File: src/rtl/cbl_pkg.sv
// Package: shared types for the configuration bank loader.
// Assumes exactly four stored banks, addressed by a two-bit index.
package cbl_pkg;
    localparam int BANK_COUNT = 4;
    localparam int BANK_IDX_W = $clog2(BANK_COUNT);

    typedef logic [BANK_IDX_W-1:0] bank_idx_t;

    // Loader sequence: boot pick, word copy, final write, idle.
    typedef enum logic [1:0] {
        ST_BOOT  = 2'd0,
        ST_COPY  = 2'd1,
        ST_DRAIN = 2'd2,
        ST_IDLE  = 2'd3
    } ld_state_e;
endpackage

File: src/rtl/cbl_mode_latch.sv
// Module: cbl_mode_latch
// Captures the mode strap and the shared select pins on every clock edge
// while reset is held, and freezes them once reset is released. It derives
// the management-mode flag and the bank index for the power-up load.
// Assumes reset is held for at least one clock edge at power-up.
module cbl_mode_latch
    import cbl_pkg::*;
#(
    parameter int PRESET_BANK = 0
) (
    input  logic      clk,
    input  logic      rst_n,
    input  logic      strap_i,
    input  logic [1:0] sel_i,
    output logic      mgmt_mode_o,
    output bank_idx_t boot_bank_o
);
    logic      strap_q;
    bank_idx_t sel_q;

    // Sample strap and pins only while reset is asserted.
    always_ff @(posedge clk) begin
        if (!rst_n) begin
            strap_q <= strap_i;
            sel_q   <= bank_idx_t'(sel_i);
        end
    end

    assign mgmt_mode_o = !strap_q;
    assign boot_bank_o = strap_q ? sel_q : bank_idx_t'(PRESET_BANK);

    // captured strap never moves after reset release
    p_strap_held_r2: assert property (@(posedge clk) disable iff (!rst_n)
        $past(rst_n) |-> $stable(strap_q));
    // captured select pins never move after reset release
    p_sel_held_r3: assert property (@(posedge clk) disable iff (!rst_n)
        $past(rst_n) |-> $stable(sel_q));
endmodule

File: src/rtl/cbl_copy_seq.sv
// Module: cbl_copy_seq
// Runs the bank-to-register copy. After reset it picks the boot bank,
// reads one word per cycle from the bank memory and writes each word one
// cycle later. When idle in management mode it accepts host writes and
// reloads. A reload takes priority over a write in the same cycle.
// Assumes the bank memory returns data one cycle after the read strobe.
module cbl_copy_seq
    import cbl_pkg::*;
#(
    parameter int NUM_REGS = 32,
    localparam int AW = $clog2(NUM_REGS)
) (
    input  logic          clk,
    input  logic          rst_n,
    input  logic          mgmt_mode_i,
    input  bank_idx_t     boot_bank_i,
    input  logic          host_wr_i,
    input  logic          host_reload_i,
    input  bank_idx_t     host_bank_i,
    output logic          host_ack_o,
    output logic          host_we_o,
    output logic          rd_en_o,
    output bank_idx_t     rd_bank_o,
    output logic [AW-1:0] rd_addr_o,
    output logic          ld_we_o,
    output logic [AW-1:0] ld_addr_o,
    output logic          busy_o,
    output logic          done_o
);
    localparam logic [AW-1:0] LAST_ADDR = AW'(NUM_REGS - 1);

    ld_state_e     state_q;
    bank_idx_t     cur_bank_q;
    logic [AW-1:0] rd_addr_q;
    logic          ld_we_q;
    logic [AW-1:0] ld_addr_q;
    logic          done_q;
    logic          idle;
    logic          reload_go;
    logic          write_go;

    // Accept host requests only in management mode while idle.
    always_comb begin
        idle      = (state_q == ST_IDLE);
        reload_go = idle && mgmt_mode_i && host_reload_i;
        write_go  = idle && mgmt_mode_i && host_wr_i && !host_reload_i;
    end

    // Sequence the load: boot pick, word reads, drain, idle.
    always_ff @(posedge clk) begin
        if (!rst_n) begin
            state_q    <= ST_BOOT;
            cur_bank_q <= '0;
            rd_addr_q  <= '0;
            done_q     <= 1'b0;
        end else begin
            done_q <= 1'b0;
            unique case (state_q)
                ST_BOOT: begin
                    cur_bank_q <= boot_bank_i;
                    rd_addr_q  <= '0;
                    state_q    <= ST_COPY;
                end
                ST_COPY: begin
                    if (rd_addr_q == LAST_ADDR) state_q <= ST_DRAIN;
                    else rd_addr_q <= rd_addr_q + 1'b1;
                end
                ST_DRAIN: begin
                    state_q <= ST_IDLE;
                    done_q  <= 1'b1;
                end
                ST_IDLE: begin
                    if (reload_go) begin
                        cur_bank_q <= host_bank_i;
                        rd_addr_q  <= '0;
                        state_q    <= ST_COPY;
                    end
                end
                default: state_q <= ST_IDLE;
            endcase
        end
    end

    // Delay each read by one cycle to match the bank memory latency.
    always_ff @(posedge clk) begin
        if (!rst_n) begin
            ld_we_q   <= 1'b0;
            ld_addr_q <= '0;
        end else begin
            ld_we_q   <= (state_q == ST_COPY);
            ld_addr_q <= rd_addr_q;
        end
    end

    assign host_ack_o = reload_go || write_go;
    assign host_we_o  = write_go;
    assign rd_en_o    = (state_q == ST_COPY);
    assign rd_bank_o  = cur_bank_q;
    assign rd_addr_o  = rd_addr_q;
    assign ld_we_o    = ld_we_q;
    assign ld_addr_o  = ld_addr_q;
    assign busy_o     = !idle;
    assign done_o     = done_q;

    // no host request is acknowledged during a load
    p_ack_when_idle_r9: assert property (@(posedge clk) disable iff (!rst_n)
        host_ack_o |-> !busy_o);
    // pin mode never acknowledges the host
    p_pin_mode_silent_r8: assert property (@(posedge clk) disable iff (!rst_n)
        !mgmt_mode_i |-> !host_ack_o);
    // done is a single pulse right after busy
    p_done_follows_busy_r6: assert property (@(posedge clk) disable iff (!rst_n)
        done_o |-> (!busy_o && $past(busy_o)));
    p_done_single_r6: assert property (@(posedge clk) disable iff (!rst_n)
        done_o |=> !done_o);
    // copy writes step through ascending register indices
    p_copy_ascends_r5: assert property (@(posedge clk) disable iff (!rst_n)
        (ld_we_o && $past(ld_we_o)) |-> (ld_addr_o == $past(ld_addr_o) + 1'b1));
endmodule

File: src/rtl/cbl_reg_file.sv
// Module: cbl_reg_file
// The working register file. Each register is cleared by reset and takes
// either a copied bank word or a host write. The two write sources are
// never active together, and the copy path wins if they were.
// Assumes addresses at or above NUM_REGS are simply not stored.
module cbl_reg_file #(
    parameter int NUM_REGS = 32,
    parameter int REG_W    = 8,
    localparam int AW = $clog2(NUM_REGS)
) (
    input  logic                      clk,
    input  logic                      rst_n,
    input  logic                      ld_we_i,
    input  logic [AW-1:0]             ld_addr_i,
    input  logic [REG_W-1:0]          ld_data_i,
    input  logic                      host_we_i,
    input  logic [AW-1:0]             host_addr_i,
    input  logic [REG_W-1:0]          host_data_i,
    output logic [NUM_REGS*REG_W-1:0] cfg_o
);
    for (genvar i = 0; i < NUM_REGS; i++) begin : g_reg
        logic [REG_W-1:0] q;

        // Clear, load or host-write this one working register.
        always_ff @(posedge clk) begin
            if (!rst_n) q <= '0;
            else if (ld_we_i && ld_addr_i == AW'(i)) q <= ld_data_i;
            else if (host_we_i && host_addr_i == AW'(i)) q <= host_data_i;
        end

        assign cfg_o[i*REG_W +: REG_W] = q;
    end

    // host writes and copy writes never overlap
    p_writers_exclusive_r9: assert property (@(posedge clk) disable iff (!rst_n)
        !(ld_we_i && host_we_i));
endmodule

File: src/rtl/cfg_bank_loader.sv
// Module: cfg_bank_loader (top)
// Loads one of four stored banks into the working registers after reset.
// The bank is chosen by pins or by a preset, depending on the strap latched
// during reset. In management mode a host may write registers or reload.
// Assumes an external bank memory with one cycle of read latency.
module cfg_bank_loader
    import cbl_pkg::*;
#(
    parameter int NUM_REGS    = 32,
    parameter int REG_W       = 8,
    parameter int PRESET_BANK = 0,
    localparam int AW = $clog2(NUM_REGS)
) (
    input  logic                      clk,
    input  logic                      rst_n,
    input  logic                      strap_i,
    input  logic [1:0]                sel_i,
    input  logic                      host_wr_i,
    input  logic [AW-1:0]             host_addr_i,
    input  logic [REG_W-1:0]          host_wdata_i,
    input  logic                      host_reload_i,
    input  logic [1:0]                host_bank_i,
    output logic                      host_ack_o,
    output logic                      bank_rd_en_o,
    output logic [1:0]                bank_sel_o,
    output logic [AW-1:0]             bank_addr_o,
    input  logic [REG_W-1:0]          bank_rdata_i,
    output logic [NUM_REGS*REG_W-1:0] cfg_o,
    output logic                      busy_o,
    output logic                      done_o,
    output logic                      mgmt_mode_o
);
    bank_idx_t     boot_bank;
    bank_idx_t     rd_bank;
    logic          host_we;
    logic          ld_we;
    logic [AW-1:0] ld_addr;

    cbl_mode_latch #(.PRESET_BANK(PRESET_BANK)) u_mode (
        .clk        (clk),
        .rst_n      (rst_n),
        .strap_i    (strap_i),
        .sel_i      (sel_i),
        .mgmt_mode_o(mgmt_mode_o),
        .boot_bank_o(boot_bank)
    );

    cbl_copy_seq #(.NUM_REGS(NUM_REGS)) u_seq (
        .clk          (clk),
        .rst_n        (rst_n),
        .mgmt_mode_i  (mgmt_mode_o),
        .boot_bank_i  (boot_bank),
        .host_wr_i    (host_wr_i),
        .host_reload_i(host_reload_i),
        .host_bank_i  (bank_idx_t'(host_bank_i)),
        .host_ack_o   (host_ack_o),
        .host_we_o    (host_we),
        .rd_en_o      (bank_rd_en_o),
        .rd_bank_o    (rd_bank),
        .rd_addr_o    (bank_addr_o),
        .ld_we_o      (ld_we),
        .ld_addr_o    (ld_addr),
        .busy_o       (busy_o),
        .done_o       (done_o)
    );

    assign bank_sel_o = 2'(rd_bank);

    cbl_reg_file #(.NUM_REGS(NUM_REGS), .REG_W(REG_W)) u_regs (
        .clk        (clk),
        .rst_n      (rst_n),
        .ld_we_i    (ld_we),
        .ld_addr_i  (ld_addr),
        .ld_data_i  (bank_rdata_i),
        .host_we_i  (host_we),
        .host_addr_i(host_addr_i),
        .host_data_i(host_wdata_i),
        .cfg_o      (cfg_o)
    );

    // a load is always running while reset holds
    p_busy_in_reset_r1: assert property (@(posedge clk)
        !rst_n |=> busy_o);
endmodule

File: config.mk
export PLATFORM = sky130hd
export DESIGN_NAME = cfg_bank_loader
export DESIGN_NICKNAME = d
export VERILOG_FILES = /design/src/rtl/cbl_pkg.sv /design/src/rtl/cbl_mode_latch.sv /design/src/rtl/cbl_copy_seq.sv /design/src/rtl/cbl_reg_file.sv /design/src/rtl/cfg_bank_loader.sv
export SDC_FILE = /design/constraint.sdc
export NUM_CORES = 1
export LEC_CHECK = 0
export BUFFER_PORTS_ARGS = -buffer_cell sky130_fd_sc_hd__buf_4
export CAP_MARGIN = 20
export CORE_AREA = 3 3 159 161
export CTS_BUF_LIST = sky130_fd_sc_hd__clkbuf_2 sky130_fd_sc_hd__clkbuf_4 sky130_fd_sc_hd__clkbuf_8
export DETAILED_ROUTE_END_ITERATION = 8
export DIE_AREA = 0 0 162 164
export PLACE_DENSITY_LB_ADDON = 0.25
export SLEW_MARGIN = 20
export SYNTH_ARGS = -nofsm -noshare
export SYNTH_HDL_FRONTEND = slang
export SYNTH_SLANG_ARGS = --single-unit
File: constraint.sdc
create_clock -name clk -period 2.16 [get_ports clk]
set_input_delay 0.324 -clock clk [delete_from_list [all_inputs] [get_ports clk]]
set_output_delay 0.324 -clock clk [all_outputs]
set_load 0.01 [all_outputs]
==> results.md <==
- Status: complete, no violations
- Clk slew on worst S/H paths: 0.06 ns
- Worst-Margin Slew: 0.7092 ns
- Max IR drop VDD: 0.4072 mV
- Synth Area in Adders: 0.6888%
- Final Hold Viols: 0
- Fin cells: 2073
- # diodes: 0
- Synth Area in Simple Gates: 20.59%
- Vias: 13430
- Worst hold path class: in2reg
- # H-tree levels: 2
- Leading area contributor after synthesis: dfxtp_1
- Wire length per cell: 23.43 um
- Share of layout cells above drive strength 1: 27.27%
- Async S/R FF share, synth: 0%
- DRC: 0
- Max cap viols: 0
- Cell area power density: 715.6 nW/um^2
- Root buffer cell: clkbuf_8
- Clock skew: 0.01837 ns
- Nets@finish: 1754
- Hpwl dp: 31830 um
- Worst setup startpoint: u_seq.state_q[0]
- WP buf/inv: 3
- Antenna-violating nets left: 0
- Crit. End Element: output pin
- Worst EP arrival: 1.79 ns
- Post-Syn Area: 12720 um^2
- Initial drt markers: 1682
- Initial antenna violation count: 0
- Sequential-to-total area share from yosys stat: 43.53%
- Req. time, crit path: 1.84 ns
- Die Area: 26570 um^2
- Compound-Gate Fraction of Synth Area: 26.87%
- Hold_ws: 0.08013 ns
- Worst Setup Start Kind: flop
- #FFs+latches synth: 275
- First-pass DRT Iterations: 6
- Post-synth EDFFs: 3
- Inst Count DP: 1991
- Worst reg2reg startpoint: u_seq.state_q[0]
- CP most frequent cell: buf_4
- Average cell area after synthesis: 8.569 um^2
- Clk Latency, worst-skew pair: 0.57 ns
- Via/cell ratio: 6.477
- IO Count: 298
- Final core utilization: 65.87%
- Fin. max-slew vios: 0
- Number of port buffers: 297
- Worst path top cell family by delay: buffers and inverters
- Depth of the most critical reg-to-reg path: 7
- Largest net degree at the start of global routing: 116
- Tot GR Track Use: 34.51%
- FP Rows: 57
- Setup Fix Bufs, Post-CTS: 0
- Crit path depth: 5
- Die span in y: 164 um
- CP max stage cell: dfxtp_2
- CP cell instances: ha_1, buf_4, inv_1, nor3_1, buf_4
- Setup slack, reg-to-reg: 0.16 ns
- Number of global-route vias before repair: 12340
- Synth Instances: 1484
- Critical path fanouts, max: 9
- TritonCTS Buffers: 45
- Area delta synth->final: 24.87%
- Congestion Overflow GR: 0
- Leak: 6.383 nW
- Final Wtd Congestion: 0.9103
- Max Root-Sink Buffers: 3
- Crit path time final: 2.117 ns
- Worst R2R End: u_regs.g_reg[4].q[1]
- Worst setup path endpoint: host_ack_o
- Core area: 24110 um^2
- CP Class: reg2out
- FMAX: 472.3 MHz
- Final worst path period share: 98.02%
- Slew margin rel.: 52.54%
- Syn_nets: 1521
- Xor and xnor area share after synthesis: 0%
- Mux cell area share after synthesis: 1.338%
- CTS Sinks: 275
- Final number of setup-violating endpoints: 0
- Die X: 162 um
- Fill count: 2027
- Dominant cells by area after synthesis: dfxtp_1 43%, a221oi_1 12%, o21ai_0 9.1%
- Initial core utilization: 52.75%
- WL final: 48570 um
- CP peak stage delay: 0.38 ns
- CTS tree: yes
- First-pass GRT wire length: 71930 um
- Area share of the largest cell type after synthesis: 42.82%
- Unique masters post-synth: 61
- Ys Warns: 0
- Top_reg_cell synth: dfxtp_1
- Largest family of logic cells by synthesized area: compound AO/OA/AOI/OAI gates
[cell families (layout without fill, tap and decap cells)]
kind of cell    after synthesis  after routing
simple gates                502            502
fa+ha+maj                     7              7
mux                          17             17
flops                       275            275
buf+inv                     174            439
compound gates              509            509
[worst min path at each step]
stage / start / to / depth (start not counted)
finish: host_bank_i[1] / u_seq.rd_bank_o[1] / 3
global route: host_bank_i[1] / u_seq.rd_bank_o[1] / 3
CTS: host_bank_i[1] / u_seq.rd_bank_o[1] / 3
detailed placement: u_regs.g_reg[10].q[4] / u_regs.g_reg[10].q[4] / 2
global placement: u_regs.g_reg[6].q[6] / u_regs.g_reg[6].q[6] / 2
floorplan: sel_i[0] / u_mode.sel_q[0] / 0
[flip-flops by register name (all words and copies together) (netlist names)]
signal / count
u_mode.sel_q: 2
u_mode.strap_q: 1
u_regs.g.q: 256
u_seq.done_o: 1
u_seq.ld_addr_o: 5
u_seq.ld_we_o: 1
u_seq.rd_addr_o: 5
u_seq.rd_bank_o: 2
u_seq.state_q: 2
[layout make-up]
class,count,area (um^2),area share (%)
flip-flops and latches,275,5538,34.88
well taps,324,405.4,2.553
clock buffers,73,873.3,5.500
multi-input cells,1035,6304,39.70
clock inverters,6,32.53,0.2049
repair buffers,351,2693,16.96
inverters,9,33.78,0.2127
[worst register-to-register path: stages, from the launching register on]
cell and delay [ns]:
dfxtp_2 0.38, ha_1 0.20, and4bb_4 0.32, buf_4 0.26, and3_1 0.21, buf_4 0.30, a221oi_1 0.14, nor2_1 0.13
[power by group]
| group | internal, mW | switching, mW |
|---|---|---|
| combinational | 0.504 | 0.905 |
| clock | 2.54 | 2.11 |
| sequential | 5.20 | 0.106 |
[stage by stage]
step,setup WS [ns],TNS [ns],cell area (um^2),power [mW]
after floorplan,0.3166,0,12720,6.214
after global placement,0.1867,0,14930,6.711
after detailed placement,0.08471,0,14930,6.748
after CTS,0.01438,0,15870,11.31
after global routing,-0.01548,-0.01548,15880,11.68
final,0.04268,0,15880,11.36
[Yosys cell counts (6+ instances only)]
cell,instances
and2_1,46
nor2_1,206
dfxtp_1,272
nand4_4,6
ha_1,7
buf_1,9
o21ai_0,230
inv_1,8
clkbuf_1,94
a21oi_1,22
nand3_1,11
and3_1,27
a221o_1,9
nor2b_1,7
mux2i_1,17
a31oi_1,44
nand2_1,128
a221oi_1,181
nor3_1,16
nand3_2,16
buf_6,19
buf_2,31
[repair_timing]
action	4_1_cts	5_1_grt
hold buffers	3	0
setup endpoints to repair	0	12
gates resized for setup	0	4
hold endpoints to repair	3	0
[cells in the final DEF, fill, tap and decap left out, types with 10 or more instances in the layout]
master,synthesis,final
mux2i_1,17,17
and2_1,46,46
nand3_2,16,17
nor2_1,206,206
dfxtp_1,272,270
nand2_1,128,128
nand3_1,11,10
a31oi_1,44,44
a21oi_1,22,22
a221oi_1,181,181
o21ai_0,230,230
clkbuf_8,0,52
nor3_1,16,15
buf_4,5,344
clkbuf_4,0,21
and3_1,27,27
[per-layer routing]
metal	routed length, um	share of wire [%]	vias up	GRT usage [%]
met5	0	0	-	0
met4	2508	5.2	0	18.26
met3	5994	12	186	7.793
met2	21450	44	990	51.93
met1	18620	38	6315	46.36
li1	-	-	5936	-
(Power assumes the default switching activity.)
